===== config.mk =====
export PLATFORM = sky130hd
export DESIGN_NAME = simtReconvStack
export DESIGN_NICKNAME = d
export VERILOG_FILES = /design/src/rtl/simtStackPkg.sv /design/src/rtl/simtStackCtrl.sv /design/src/rtl/simtStackData.sv /design/src/rtl/simtReconvStack.sv
export SDC_FILE = /design/constraint.sdc
export NUM_CORES = 1
export LEC_CHECK = 0
export BUFFER_PORTS_ARGS = -buffer_cell sky130_fd_sc_hd__buf_2
export CORE_MARGIN = 4
export CORE_UTILIZATION = 55
export DETAILED_ROUTE_END_ITERATION = 6
export PLACE_DENSITY_LB_ADDON = 0.15
export RECOVER_POWER = 25
export SLEW_MARGIN = 0
export SYNTH_ARGS = -nofsm -noshare
export SYNTH_HDL_FRONTEND = slang
export SYNTH_SLANG_ARGS = --single-unit

===== constraint.sdc =====
create_clock -name clk -period 6 [get_ports clk]
set_input_delay 0.3 -clock clk [delete_from_list [all_inputs] [get_ports clk]]
set_output_delay 0.3 -clock clk [all_outputs]
set_load 0.01 [all_outputs]

===== src/rtl/simtStackPkg.sv =====
package simtStackPkg;

  // Source of the next current PC and mask
  typedef enum logic [2:0] {
    SEL_HOLD     = 3'd0,
    SEL_LAUNCH   = 3'd1,
    SEL_RESOLVED = 3'd2,
    SEL_TAKEN    = 3'd3,
    SEL_POP      = 3'd4
  } pcSelE;

  // Strobes from control to datapath
  typedef struct packed {
    logic  clearStack;
    logic  pushPair;
    logic  popTop;
    logic  setOvf;
    pcSelE pcSel;
  } stackStrobeT;

endpackage


===== src/rtl/simtStackCtrl.sv =====
module simtStackCtrl
  import simtStackPkg::*;
(
  input  logic        launch,
  input  logic        step,
  input  logic        isBranch,
  input  logic        divergent,
  input  logic        room2,
  input  logic        topMatch,
  output stackStrobeT strb
);

  always_comb begin
    strb = '{clearStack: 1'b0, pushPair: 1'b0, popTop: 1'b0,
             setOvf: 1'b0, pcSel: SEL_HOLD};
    if (launch) begin
      strb.clearStack = 1'b1;
      strb.pcSel      = SEL_LAUNCH;
    end else if (step) begin
      if (isBranch && divergent) begin
        if (room2) begin
          strb.pushPair = 1'b1;
          strb.pcSel    = SEL_TAKEN;
        end else begin
          strb.setOvf   = 1'b1;
        end
      end else if (topMatch) begin
        strb.popTop = 1'b1;
        strb.pcSel  = SEL_POP;
      end else begin
        strb.pcSel  = SEL_RESOLVED;
      end
    end
  end

endmodule


===== src/rtl/simtStackData.sv =====
module simtStackData
  import simtStackPkg::*;
#(
  parameter int LANES = 4,
  parameter int PC_W  = 16,
  parameter int DEPTH = 8,
  localparam int CNT_W = $clog2(DEPTH + 1),
  localparam int PTR_W = (DEPTH > 1) ? $clog2(DEPTH) : 1
)(
  input  logic             clk,
  input  logic             rstN,
  input  stackStrobeT      strb,
  input  logic [PC_W-1:0]  launchPc,
  input  logic [LANES-1:0] launchMask,
  input  logic             isBranch,
  input  logic [LANES-1:0] laneTaken,
  input  logic [PC_W-1:0]  takenPc,
  input  logic [PC_W-1:0]  fallPc,
  input  logic [PC_W-1:0]  mergePc,
  input  logic [PC_W-1:0]  nextPc,
  output logic [PC_W-1:0]  curPc,
  output logic [LANES-1:0] curMask,
  output logic             overflowErr,
  output logic [CNT_W-1:0] stackCnt,
  output logic             divergent,
  output logic             room2,
  output logic             topMatch
);

  logic [PC_W-1:0]  rpcMem  [DEPTH];
  logic [PC_W-1:0]  epcMem  [DEPTH];
  logic [LANES-1:0] maskMem [DEPTH];

  logic [LANES-1:0] takenMask, fallMask;
  logic [PC_W-1:0]  resolvedPc;
  logic [PTR_W-1:0] topPtr;
  logic             stackEmpty;

  // Per-thread split of the live mask
  assign takenMask  = curMask & laneTaken;
  assign fallMask   = curMask & ~laneTaken;
  assign divergent  = (|takenMask) && (|fallMask);

  // PC the warp heads to when no divergence happens
  assign resolvedPc = !isBranch   ? nextPc :
                      |takenMask  ? takenPc : fallPc;

  assign stackEmpty = (stackCnt == '0);
  assign topPtr     = PTR_W'(stackCnt - 1'b1);
  assign room2      = ({1'b0, stackCnt} + 2) <= (CNT_W + 1)'(DEPTH);
  assign topMatch   = !stackEmpty && (resolvedPc == rpcMem[topPtr]);

  // Stack slots: the join slot is written at the current count, the
  // deferred-path slot one above it
  for (genvar g = 0; g < DEPTH; g++) begin : gSlot
    logic wrJoin, wrOther;
    assign wrJoin = strb.pushPair && (stackCnt == CNT_W'(g));
    if (g > 0) begin : gUpper
      assign wrOther = strb.pushPair && (stackCnt == CNT_W'(g - 1));
    end else begin : gBottom
      assign wrOther = 1'b0;
    end

    always_ff @(posedge clk) begin
      if (wrJoin) begin
        rpcMem[g]  <= mergePc;
        epcMem[g]  <= mergePc;
        maskMem[g] <= curMask;
      end else if (wrOther) begin
        rpcMem[g]  <= mergePc;
        epcMem[g]  <= fallPc;
        maskMem[g] <= fallMask;
      end
    end
  end

  // Occupancy
  always_ff @(posedge clk) begin
    if (!rstN)                stackCnt <= '0;
    else if (strb.clearStack) stackCnt <= '0;
    else if (strb.pushPair)   stackCnt <= stackCnt + CNT_W'(2);
    else if (strb.popTop)     stackCnt <= stackCnt - CNT_W'(1);
  end

  // Current PC and mask
  always_ff @(posedge clk) begin
    if (!rstN) begin
      curPc   <= '0;
      curMask <= '0;
    end else begin
      unique case (strb.pcSel)
        SEL_LAUNCH: begin
          curPc   <= launchPc;
          curMask <= launchMask;
        end
        SEL_RESOLVED: curPc <= resolvedPc;
        SEL_TAKEN: begin
          curPc   <= takenPc;
          curMask <= takenMask;
        end
        SEL_POP: begin
          curPc   <= epcMem[topPtr];
          curMask <= maskMem[topPtr];
        end
        default: ;
      endcase
    end
  end

  // Sticky overflow flag
  always_ff @(posedge clk) begin
    if (!rstN)                overflowErr <= 1'b0;
    else if (strb.clearStack) overflowErr <= 1'b0;
    else if (strb.setOvf)     overflowErr <= 1'b1;
  end

endmodule


===== src/rtl/simtReconvStack.sv =====
module simtReconvStack
  import simtStackPkg::*;
#(
  parameter int LANES = 4,
  parameter int PC_W  = 16,
  parameter int DEPTH = 8,
  localparam int CNT_W = $clog2(DEPTH + 1)
)(
  input  logic             clk,
  input  logic             rstN,
  input  logic             launch,
  input  logic [PC_W-1:0]  launchPc,
  input  logic [LANES-1:0] launchMask,
  input  logic             step,
  input  logic             isBranch,
  input  logic [LANES-1:0] laneTaken,
  input  logic [PC_W-1:0]  takenPc,
  input  logic [PC_W-1:0]  fallPc,
  input  logic [PC_W-1:0]  mergePc,
  input  logic [PC_W-1:0]  nextPc,
  output logic [PC_W-1:0]  curPc,
  output logic [LANES-1:0] curMask,
  output logic             overflowErr
);

  stackStrobeT      strb;
  logic [CNT_W-1:0] stackCnt;
  logic             divergent, room2, topMatch;

  simtStackCtrl ctrl_i (
    .launch    (launch),
    .step      (step),
    .isBranch  (isBranch),
    .divergent (divergent),
    .room2     (room2),
    .topMatch  (topMatch),
    .strb      (strb)
  );

  simtStackData #(.LANES(LANES), .PC_W(PC_W), .DEPTH(DEPTH)) data_i (
    .clk         (clk),
    .rstN        (rstN),
    .strb        (strb),
    .launchPc    (launchPc),
    .launchMask  (launchMask),
    .isBranch    (isBranch),
    .laneTaken   (laneTaken),
    .takenPc     (takenPc),
    .fallPc      (fallPc),
    .mergePc     (mergePc),
    .nextPc      (nextPc),
    .curPc       (curPc),
    .curMask     (curMask),
    .overflowErr (overflowErr),
    .stackCnt    (stackCnt),
    .divergent   (divergent),
    .room2       (room2),
    .topMatch    (topMatch)
  );

endmodule


==> impl_metrics.prom <==
# TYPE chip_impl_metric gauge
chip_impl_metric{name="fp.dieH",unit="µm"} 170
chip_impl_info{name="hold_path.class",value="in2reg"} 1
chip_impl_metric{name="critPathRequiredTime",unit="ns"} 6.23
chip_impl_metric{name="area_grow_syn2layout",unit="%"} 13.4
chip_impl_metric{name="synth.cell_area",unit="mm²"} 0.0144
chip_impl_metric{name="number_of_sinks_handled_by_clock_tree_synthesis",unit=""} 297
chip_impl_info{name="synthFlopType",value="edfxtp_1"} 1
chip_impl_metric{name="number_of_global_route_vias_before_repair",unit=""} 8869
chip_impl_metric{name="initial_util",unit=""} 0.564
chip_impl_metric{name="pre_cts_ws",unit="ns"} 1.47
chip_impl_metric{name="global_route.usage.total",unit=""} 0.262
chip_impl_metric{name="max_clock_freq",unit="GHz"} 0.218
chip_impl_metric{name="totalPowerFinal",unit="mW"} 4.56
chip_impl_metric{name="detail-route-antenna-nets",unit=""} 0
chip_impl_metric{name="period_minus_slack",unit="ns"} 4.58
chip_impl_metric{name="core-area",unit="mm²"} 0.0255
chip_impl_metric{name="detail_route.drc_violations",unit=""} 0
chip_impl_metric{name="timing.max_slew.rel_slack",unit=""} 0.216
chip_impl_metric{name="drtPass1Iterations",unit=""} 5
chip_impl_metric{name="vias",unit=""} 9043
chip_impl_info{name="path_common_cell",value="nand2_1"} 1
chip_impl_metric{name="dpl.cell_count",unit=""} 1330
chip_impl_metric{name="insertion_delay",unit="ns"} 0.55
chip_impl_info{name="post_synth_most_frequent_cells",value="edfxtp_1 (272), mux2_2 (128), mux4_2 (72)"} 1
chip_impl_metric{name="final_net_count",unit=""} 1134
chip_impl_metric{name="drt-total-wl",unit="µm"} 37800
chip_impl_info{name="path_cells",value="a22o_1, o221a_2, and2_1, nand2_1, nor3_1, nand2_1, nand2_2, buf_4"} 1
chip_impl_metric{name="fin_crit_sh",unit=""} 0.763
chip_impl_metric{name="hold_violation_total_from_the_final_report",unit=""} 0
chip_impl_metric{name="setup_viol",unit=""} 0
chip_impl_metric{name="row_count",unit=""} 58
chip_impl_metric{name="maxCapViolations",unit=""} 0
chip_impl_metric{name="finalHoldWorstSlack",unit="ns"} 0.0420
chip_impl_info{name="clockRootBuffer",value="clkbuf_16"} 1
chip_impl_metric{name="stdcell_count",unit=""} 1386
chip_impl_info{name="synth_top_cells_by_area",value="edfxtp_1 (57%), mux4_2 (11%), mux2_2 (10%)"} 1
chip_impl_metric{name="post_drt_wl_per_cell",unit="µm"} 27.3
chip_impl_metric{name="async_reset_ff_frac",unit=""} 0
chip_impl_metric{name="final_layout_size_suffix_gt1_frac",unit=""} 0.354
chip_impl_metric{name="insertedDiodeCount",unit=""} 0
chip_impl_metric{name="antenna_violations_before_repair",unit=""} 1
chip_impl_metric{name="report.final.slew_viol_count",unit=""} 0
chip_impl_metric{name="slew_worst_pin",unit="ns"} 1.18
chip_impl_metric{name="dp_hpwl",unit="µm"} 23800
chip_impl_metric{name="met2_length",unit="µm"} 18200
chip_impl_metric{name="critPathArrivalTime",unit="ns"} 4.80
chip_impl_metric{name="vdd_ir_drop_max",unit="mV"} 0.255
chip_impl_metric{name="worst_path_largest_cell_delay",unit="ns"} 0.83
chip_impl_info{name="yosysMostFrequentCell",value="edfxtp_1"} 1
chip_impl_metric{name="placement.cell_area",unit="mm²"} 0.0153
chip_impl_metric{name="finish.instance_area",unit="mm²"} 0.0163
chip_impl_metric{name="post-cts-setup-buffers",unit=""} 0
chip_impl_metric{name="worst-path-max-fanout",unit=""} 24
chip_impl_metric{name="io-pin-count",unit=""} 114
chip_impl_metric{name="port_buffers",unit=""} 113
chip_impl_metric{name="yosysTopAreaCellShare",unit=""} 0.568
chip_impl_metric{name="clock_skew",unit="ns"} 0.0194
chip_impl_metric{name="die_area",unit="mm²"} 0.0288
chip_impl_metric{name="yosys_cell_types",unit=""} 51
chip_impl_metric{name="synth_cells",unit=""} 931
chip_impl_metric{name="mappedNetlistNets",unit=""} 1032
chip_impl_metric{name="dr.first_iter.drc_count",unit=""} 1060
chip_impl_info{name="setup.worst_path.end_class",value="register"} 1
chip_impl_metric{name="clk_path_buf_depth",unit=""} 3
chip_impl_metric{name="yosys_warnings",unit=""} 0
chip_impl_info{name="tritoncts",value="done"} 1
chip_impl_metric{name="fin_setup_tns",unit="ns"} 0
chip_impl_metric{name="grt_start_max_net_pins",unit=""} 47
chip_impl_metric{name="chipWidth",unit="µm"} 170
chip_impl_info{name="rsz0062_at_grt",value="false"} 1
chip_impl_info{name="worst-setup-path-type",value="reg2reg"} 1
chip_impl_metric{name="wl_met3",unit="µm"} 3530
chip_impl_metric{name="clk_pin_slew",unit="ns"} 0.06
chip_impl_metric{name="layout_utilization",unit=""} 0.640
chip_impl_info{name="result_of_the_run",value="completed"} 1
chip_impl_metric{name="power_dens_cells",unit="mW/mm²"} 280
chip_impl_metric{name="inserted_clock_buffers",unit=""} 31
chip_impl_metric{name="synth_seq_cells",unit=""} 297
chip_impl_metric{name="route.layer.met1.wl",unit="µm"} 15700
chip_impl_info{name="critPathLaunchType",value="register"} 1
chip_impl_metric{name="synth-edff-count",unit=""} 272
chip_impl_metric{name="cts_hold_repair.buffers",unit=""} 0
chip_impl_metric{name="avgSynthCellArea",unit="µm²"} 15.4
chip_impl_info{name="critical_path_slowest_stage_cell",value="nand2_2"} 1
chip_impl_metric{name="timing.final.ws_setup",unit="ns"} 1.42
chip_impl_metric{name="cts.htree.levels",unit=""} 1
chip_impl_info{name="maxUsedRoutingLayer",value="met4"} 1
chip_impl_metric{name="viasPerCell",unit=""} 6.52
chip_impl_metric{name="synth_sequential_area_ratio",unit=""} 0.603
chip_impl_metric{name="p_leak",unit="nW"} 5.44
chip_impl_metric{name="post_cts_resized",unit=""} 0
chip_impl_metric{name="finalWeightedCongestion",unit=""} 0.851
chip_impl_metric{name="grt-ovfl-total",unit=""} 0
chip_impl_info{name="synth.largest_area_cell",value="edfxtp_1"} 1
chip_impl_metric{name="grt_pass1_wl",unit="µm"} 56700
==> worst paths after layout <==
kind / cells past startpoint / slack [ns] / endpoint / start
worst min register to register: 2 / 0.49 / data_i.overflowErr$_SDFFE_PP0P_ / data_i.overflowErr$_SDFFE_PP0P_
worst min-delay path: 3 / 0.04 / data_i.curPc[10]$_SDFFE_PN0P_ / launchPc[10]
worst max register to register: 8 / 1.42 / data_i.rpcMem[4][0]$_DFFE_PP_ / data_i.curMask[3]$_SDFFE_PN0P_
worst max-delay path: 8 / 1.42 / data_i.rpcMem[4][0]$_DFFE_PP_ / data_i.curMask[3]$_SDFFE_PN0P_
==> routing by layer <==
layer  GRT usage  vias up
met3      0.0389       34
met2       0.419      499
met5           0        -
li1            -     3979
met4      0.0389        0
met1       0.398     4531
==> final cells by class <==
type                       instances  area, µm²
inverter                          10       37.5
clock buffer                      44        875
clock inverter                    12        179
sequential                       297       8670
multi-input combinational        556       5420
timing repair buffer             137        719
fill                            1882       9160
tap                              330        413
==> registers in the layout, summed over array words and instances (netlist names) <==
name	flops
data_i.curMask	4
data_i.stackCnt	4
data_i.maskMem	32
data_i.overflowErr	1
data_i.rpcMem	128
data_i.epcMem	112
data_i.curPc	16
==> critical path, delay by kind of cell (launching register included) <==
kind,cells,cell delay [ns]
AND/OR/NAND/NOR,5,2.24
flip-flops,1,0.56
AO/OA/AOI/OAI,2,1.06
buffers and inverters,1,0.37
==> power by group <==
part           internal [mW]  total [mW]  switching, mW
combinational          0.109       0.287          0.178
clock                   1.22        1.99          0.768
sequential              2.28        2.29         0.0153
total                   3.60        4.56          0.961
==> kinds of logic (layout without fill, tap and decap cells) <==
kind of cell	after synthesis	after routing	synth area share
compound gates	151	151	0.0707
flops	297	297	0.603
mux	219	219	0.226
simple gates	173	173	0.0634
buf+inv	78	203	0.0254
xor+xnor	5	5	0.00435
fa+ha+maj	8	8	0.00696
==> placed cells by master (no fill, tap or decap), types with 23 or more instances in the layout <==
cell type | netlist | final
a21oi_1 | 31 | 30
mux4_2 | 72 | 72
edfxtp_1 | 272 | 272
clkbuf_1 | 35 | 39
nand2_1 | 44 | 43
buf_2 | 25 | 82
buf_4 | 3 | 23
clkbuf_16 | 0 | 31
mux2_2 | 128 | 128
dfxtp_1 | 25 | 24
Note: power is estimated with default switching activity, not from simulation.
